--- config.mk ---
export PLATFORM = sky130hd
export DESIGN_NAME = sio_bus_emu
export DESIGN_NICKNAME = d
export VERILOG_FILES = /design/src/rtl/sio_bus_emu.sv
export SDC_FILE = /design/constraint.sdc
export NUM_CORES = 1
export LEC_CHECK = 0
export ABC_AREA = 1
export BUFFER_PORTS_ARGS = -buffer_cell sky130_fd_sc_hd__buf_2
export CAP_MARGIN = 20
export CORE_AREA = 2 2 148 150
export CTS_CLUSTER_SIZE = 10
export DETAILED_ROUTE_END_ITERATION = 8
export DIE_AREA = 0 0 150 152
export GPL_TIMING_DRIVEN = 0
export SYNTH_ARGS = -nofsm -noshare
export SYNTH_HDL_FRONTEND = slang
export SYNTH_SLANG_ARGS = --single-unit
--- constraint.sdc ---
create_clock -name clk -period 4.05 [get_ports clk]
set_clock_uncertainty 0.1 [all_clocks]
set_input_delay 0.81 -clock clk [delete_from_list [all_inputs] [get_ports clk]]
set_output_delay 0.81 -clock clk [all_outputs]
set_load 0.005 [all_outputs]
--- src/rtl/sio_bus_emu.sv ---
module sio_bus_emu #(
  parameter logic [7:0] BASE = 8'h00
) (
  input  logic        clk,
  input  logic        rst_n,
  input  logic        iorq_n,
  input  logic        rd_n,
  input  logic        wr_n,
  input  logic        m1_n,
  input  logic [7:0]  addr,
  input  logic [7:0]  din,
  output logic [7:0]  dout,
  output logic        doe,
  output logic        int_n,
  output logic [15:0] tx_data,
  output logic [1:0]  tx_valid,
  input  logic [1:0]  tx_ready,
  input  logic [15:0] rx_data,
  input  logic [1:0]  rx_valid,
  output logic [1:0]  rx_ready
);
  localparam int NCH = 2;
  localparam int DW = 8;
  localparam int VCH = 1;
  localparam logic [2:0] RST_CMD = 3'b011;

  logic           busy_q, hold_q;
  logic [DW-1:0]  rdat_q, rd_val;
  logic [2:0]     ptr_q  [NCH];
  logic [DW-1:0]  wreg_q [NCH][1:7];
  logic [DW-1:0]  txd_q  [NCH];
  logic [DW-1:0]  rxd_q  [NCH];
  logic [NCH-1:0] txf_q, rxf_q, rxie, sel;

  wire start  = !iorq_n && !busy_q;
  wire hit    = addr[7:2] == BASE[7:2];
  wire io_rd  = start && m1_n && !rd_n && wr_n && hit;
  wire io_wr  = start && m1_n && !wr_n && hit;
  wire ack    = start && !m1_n;
  wire ctl    = addr[1];

  assign sel = addr[0] ? 2'b10 : 2'b01;

  for (genvar c = 0; c < NCH; c++) begin : g_out
    assign tx_data[c*DW +: DW] = txd_q[c];
    assign rxie[c] = |wreg_q[c][1][4:3];
  end

  assign tx_valid = txf_q;
  assign rx_ready = ~rxf_q;
  assign int_n    = ~|(rxf_q & rxie);
  assign doe      = hold_q;
  assign dout     = rdat_q;

  always_comb begin
    if (!ctl)
      rd_val = rxd_q[addr[0]];
    else if (ptr_q[addr[0]] == 3'd0)
      rd_val = {5'b0, ~txf_q[addr[0]], 1'b0, rxf_q[addr[0]]};
    else
      rd_val = wreg_q[addr[0]][ptr_q[addr[0]]];
  end

  always_ff @(posedge clk or negedge rst_n) begin
    if (!rst_n) begin
      busy_q <= 1'b0;
      hold_q <= 1'b0;
      rdat_q <= '0;
    end else begin
      busy_q <= !iorq_n;
      if (ack && !int_n) begin
        rdat_q <= wreg_q[VCH][2];
        hold_q <= 1'b1;
      end else if (io_rd) begin
        rdat_q <= rd_val;
        hold_q <= 1'b1;
      end else if (iorq_n) begin
        hold_q <= 1'b0;
      end
    end
  end

  always_ff @(posedge clk or negedge rst_n) begin
    if (!rst_n) begin
      txf_q <= '0;
      rxf_q <= '0;
      for (int c = 0; c < NCH; c++) begin
        ptr_q[c] <= '0;
        txd_q[c] <= '0;
        rxd_q[c] <= '0;
        for (int r = 1; r < 8; r++) wreg_q[c][r] <= '0;
      end
    end else begin
      for (int c = 0; c < NCH; c++) begin
        if (txf_q[c] && tx_ready[c]) txf_q[c] <= 1'b0;
        if (io_wr && sel[c] && !ctl && (!txf_q[c] || tx_ready[c])) begin
          txf_q[c] <= 1'b1;
          txd_q[c] <= din;
        end

        if (rxf_q[c] && io_rd && sel[c] && !ctl) rxf_q[c] <= 1'b0;
        if (!rxf_q[c] && rx_valid[c]) begin
          rxf_q[c] <= 1'b1;
          rxd_q[c] <= rx_data[c*DW +: DW];
        end

        if (io_rd && sel[c] && ctl) ptr_q[c] <= '0;
        if (io_wr && sel[c] && ctl) begin
          if (ptr_q[c] == 3'd0) begin
            if (din[5:3] == RST_CMD) begin
              ptr_q[c]     <= '0;
              wreg_q[c][1] <= '0;
              rxf_q[c]     <= 1'b0;
            end else begin
              ptr_q[c] <= din[2:0];
            end
          end else begin
            wreg_q[c][ptr_q[c]] <= din;
            ptr_q[c] <= '0;
          end
        end
      end
    end
  end
endmodule

Word-level counts from Yosys, hierarchy flattened --
Cells that the tools add are included.
Word-level totals: word-level logic and storage cells 162, input port bits 42, output and inout bits 30, register bits after elaboration 164
Operators by class: mux-type cells 54, bitwise gates (word level) 9, equality and inequality tests 3, $lt $le $gt $ge 7, reduce and logical (&&, ||, !) cells 63
Operators with widths (count):
- $mux 56 | 3
- $bwmux 56 | 2
- $mux 8 | 14
- $demux 8 s3 | 2
- $logic_and 1x1->1 | 33
- $mux 3 | 10
- $bmux 8 s3 | 1
- $mux 1 | 21
- $ge 4x4->1 const B | 3
- $not 3->4 | 3
- $logic_not 1->1 | 11
- $reduce_bool 2->1 | 5
- $logic_not 3->1 | 3
- $lt 4x1->1 const B | 2
- $reduce_and 2->1 | 4
- $logic_not 6->1 | 1
- $reduce_or 2->1 | 3
- $ne 2x1->1 const B | 2
- $eq 3x2->1 const B | 1
- $not 1->1 | 3
- $reduce_bool 3->1 | 1
- $and 2x2->2 | 1
- $ge 2x2->1 const B | 1
- $logic_or 1x1->1 | 2
- other kinds (4) | 4

Logic depth before layout (Yosys ltp) --
word-level depth 14, depth in mapped cells 14, gate-level depth less buffers 11

Worst setup path after synthesis --
No wires, ideal clock.
kind in2reg, start input addr[4], end register wreg_q[47] (netlist name), stages on the path 9, data required time 3819 ps, setup slack 1859 ps, data arrival time 1960 ps, buffers on the path 1, library setup time 131 ps, path through nor2_1 -> nand3_2 -> nor3_4 -> nand2_4 -> nor2_8 -> nand2_4 -> buf_6 -> nand2_1 -> o21ai_2
On the way: word-level cells in the longest chain between the ends 5
Ends and longest elaborated chain:
- start, declared | line 10 | input logic [7:0] addr,
- $logic_not 6->1 | line 36 | wire hit = addr[7:2] == BASE[7:2];
- $logic_and 1x1->1 | line 38 | wire io_wr = start && m1_n && !wr_n && hit;
- $logic_and 1x1->1 (2 in a row) | line 108 | if (io_wr && sel[c] && ctl) begin
- $reduce_and 2->1 (no source line)
- end signal, assigned by index | line 118 | wreg_q[c][ptr_q[c]] <= din;
- end, declared | line 30 | logic [DW-1:0] wreg_q [NCH][1:7];
Every way passes these cells. A chain may end at the register's enable or synchronous reset.

Final worst setup path --
start input addr[0], end register rdat_q[0] (netlist: dout[0])
On the way: word-level cells in the longest chain between the ends 12, elaborated cells between the ends (all ways) 21, classes of those cells mux: 18; bitwise: 2; reduce/logical: 1
Ends and longest elaborated chain:
- $not 1->2 (not written as such) | line 57, 58, 61
- $mux 3 (not written as such) (3 in a row) | line 58, 61
- $not 3->4 (not written as such) | line 61 | rd_val = wreg_q[addr[0]][ptr_q[addr[0]]];
- $bmux 8 s3 | line 61
- $mux 8 (not written as such) (2 in a row) | line 61
- $mux 8 | line 58 | else if (ptr_q[addr[0]] == 3'd0)
- $mux 8 * | line 56 | if (!ctl)
- $mux 8 * | line 74 | end else if (io_rd) begin
- $mux 8 * | line 71 | if (ack && !int_n) begin
- end signal, assigned | line 72 | rdat_q <= wreg_q[VCH][2];
- end signal, assigned | line 75 | rdat_q <= rd_val;
- end, declared | line 28 | logic [DW-1:0] rdat_q, rd_val;
Every way passes the cells marked *; elsewhere a longest branch is shown, timed or not. The select of a mux whose other input is x is not followed.

==> summary by stage <==
Global route
Global routing finished with a remaining overflow of 0. The number of antenna violations at the first check in global routing is 0. The number of global-route vias before repair is 6905.

The global routing met3 resource utilization is 4.53%. The first global-routing pass estimated 39000 um of wire. met2 is the most crowded layer. The largest net degree at the start of global routing is 115. Global routing consumed, on the met1 layer, 32.5% of the routing resources. The met2 layer usage reported by global route is 33.2%. The total global routing track utilization is 22.4%.

Pwr
After layout, the design draws a total of 3640 uW. For this design the ratio of total power to cell area is 377 nW/um^2. VDD sags by at most 0.000241 V. The leakage power is 0.00489 uW.

Floorplan
The area of the core region is 21400 sq um. The die width is 150 um. The total I/O pin count is 72. From bottom edge to top edge, the die measures 152 um. The starting density of the core is 39.1%.

The area enclosed by the die boundary is 22800 sq um. The number of rows created at floorplan is 54.

CTS
Gates resized during post-CTS repair numbered 0. TritonCTS built the clock tree. The maximum number of buffers from clock root to sink is 2. The tree is rooted in a clkbuf_16. The later pin in the worst-skew pair is clocked with a latency of 440 ps. The H-tree depth reported by CTS is 4. Buffers inserted to repair hold after CTS numbered 0. The number of clock buffers added by TritonCTS is 17. For this design, the sink count on the clock tree is 164. After clock tree synthesis, the clock-pin slew on the worst setup and hold paths is 70 ps. In this run the post-CTS setup repair buffer count came out at 0.

Yosys
The mapped netlist covers 8360 sq um. The most used flip-flop cell after synthesis is dfrtp_1. Synthesis inferred 164 register bits. The synthesized netlist contains 32 unique library cells. The area share of the leading cell type in the synthesized netlist is 49.1%. By area the synthesized netlist is led by dfrtp_1 49%, nand2_1 18%, nand3_1 5.4%, o21ai_0 5.1%, inv_1 3.5%.

Counting every instance in the synthesized netlist gives 1050. The share of async-settable or async-resettable flops after synthesis is 100%. Of all cell types, the one taking the most synthesized area is dfrtp_1.

The number of enable-type register cells in the synthesized netlist is 0. The yosys synthesis warning count is 0. Of the synthesized area, sequential elements account for 49.1%. The number of nets handed over by synthesis was 1092. Each instance of the synthesized netlist takes up on average 7.96 sq um.

Outcome
The flow ran to the end, and the final reports show no timing, DRC or antenna violations.

Detailed routing
Summed over all layers, the routed wires come to 24300 um. Once detail routing completed, the nets flagged for antenna violations numbered 0. The average wire length per cell after detail routing is 17.0 um. The first TritonRoute pass finished after 5 iterations. The via-per-instance ratio is 4.99.

For this block, the initial DRC count from the detailed router was 614. For this run, design rule violations remaining after detail routing come to 0. Summing over every cut layer, the via total after detailed routing is 7150.

Critical path
The classification of the worst setup path is in2reg. For the worst setup path, the data required time is 4280 ps. At the worst endpoint, the arrival time is 2520 ps.

The maximum fanout encountered on the critical timing path is 10. The startpoint kind of the worst setup timing path is an input port. The setup check on the worst reg-to-reg path leaves a slack of 1860 ps. The endpoint class of the critical path is a flip-flop.

For the worst flop-to-flop path, the logic depth is 11.

Min path
The classification of the worst-slack hold path is in2async.

Placed design
Once placement finished, the instance area stood at 9100 sq um. The congestion estimate from routability-driven global placement came to 0.946. The post-placement setup slack is 1350 ps. The wire-length estimate of the detail-placed layout is 17600 um. The total of buffers placed on input and output ports is 70.

Timing
The max-slew violation count is 0. The transition time at the pin with the least slew margin is 910 ps. The ratio of final minimum period to clock period is 56.4%. Setup repair after global routing left no endpoint under its margin. Setup violations remaining at the end of the flow were counted as 0. The worst relative slew slack is 39.3%. The number of failing hold endpoints at the final stage is 0. The maximum frequency from static timing analysis is 438 MHz.

The worst path in the final design needs a cycle of 2280 ps, including I/O delays and setup. The final worst setup slack is 1770 ps.

Layout
The post-route standard cell area excluding fillers is 9660 sq um. The number of inserted diodes is 0. In the final layout, the share of cells above drive strength 1 is 19.0%. Compared with the post-synthesis result, the final layout area differs by 15.6%.

The net count of the finished layout is 1182.

Job
The count of maximum capacitance violations is 0.
[flip-flops by register name, summed over array words and instances, names as in the netlist]
name,cells
rxf_q,2
doe,1
wreg_q,112
rxd_q,16
tx_valid,2
dout,8
busy_q,1
tx_data,16
ptr_q,6
[worst max-delay path, cell delays in order]
cell	delay [ps]
buf_4	150
inv_2	130
nand2_1	70
nand2_1	190
buf_1	420
nand2_1	150
nand3_1	130
nand3_1	130
nand3_1	150
nand2_1	80
nand2_1	60
nand2_1	40
[path summary, 6_finish.rpt]
kind,start,to
max,addr[0],dout[0]
min,rst_n,wreg_q[61]
max reg2reg,ptr_q[0],dout[0]
min reg2reg,dout[6],dout[6]
max in group asynchronous,rst_n,rxd_q[3]
min in group clk,dout[6],dout[6]
[through the flow]
| step | util (%) | hold slack (ps) | setup TNS (ps) | cells |
|---|---|---|---|---|
| final | 45.2 | 176 | 0 | 1433 |
| after global routing | 45.2 | 192 | 0 | 1433 |
| after CTS | 45.2 | 182 | 0 | 1433 |
| after detailed placement | 42.6 | 368 | 0 | 1401 |
| after global placement | 42.4 | 364 | -93990 | 1400 |
| after floorplan | - | 348 | 0 | 1050 |
[cells in the mapped netlist (7+ instances only)]
cell type,instances
nor2_1,43
buf_6,10
o21ai_2,30
mux2_2,16
nand3_1,91
o21ai_1,43
o21ai_0,86
inv_1,79
nand2_1,398
dfrtp_1,164
clkbuf_1,16
nand2_4,7
buf_2,23
[layer usage]
layer	wire length, um	share of wire [%]
met5	0	0
met2	10700	44
met4	696	2.9
met3	1480	6.1
met1	11400	47
[area by class of cell]
class,instances,area [sq um]
Sequential cell,164,4100
Fill cell,2208,11700
Multi-Input combinational cell,746,3610
Tap cell,280,350
Timing Repair Buffer,71,388
Clock inverter,11,114
Clock buffer,21,450
Inverter,84,315
Buffer,56,327
[kinds of logic after synthesis]
logic type	count (synthesis)	synth area share (%)
multiplexers	16	2.16
buffers and inverters	140	7.68
AND/OR/NAND/NOR	569	29.8
flip-flops	164	49.1
AO/OA/AOI/OAI	161	11.3
[cell usage in the layout, fill, tap and decap left out, drive strengths merged, types with 2 or more instances in the layout]
cell	n
mux2	16
nand2	410
or2	3
clkinv	2
nor3	6
nand4	6
dfrtp	164
clkinvlp	2
inv	90
clkbuf	38
buf	110
nor2	52
nand3	92
o21ai	159
[where the power goes]
part           total, uW  leakage, uW  internal, uW  switching [uW]
combinational        317      0.00238           115             202
clock               1590     0.000271           876             712
sequential          1730      0.00224          1700            31.5
total               3640      0.00489          2690             946
(Power assumes the default switching activity.)
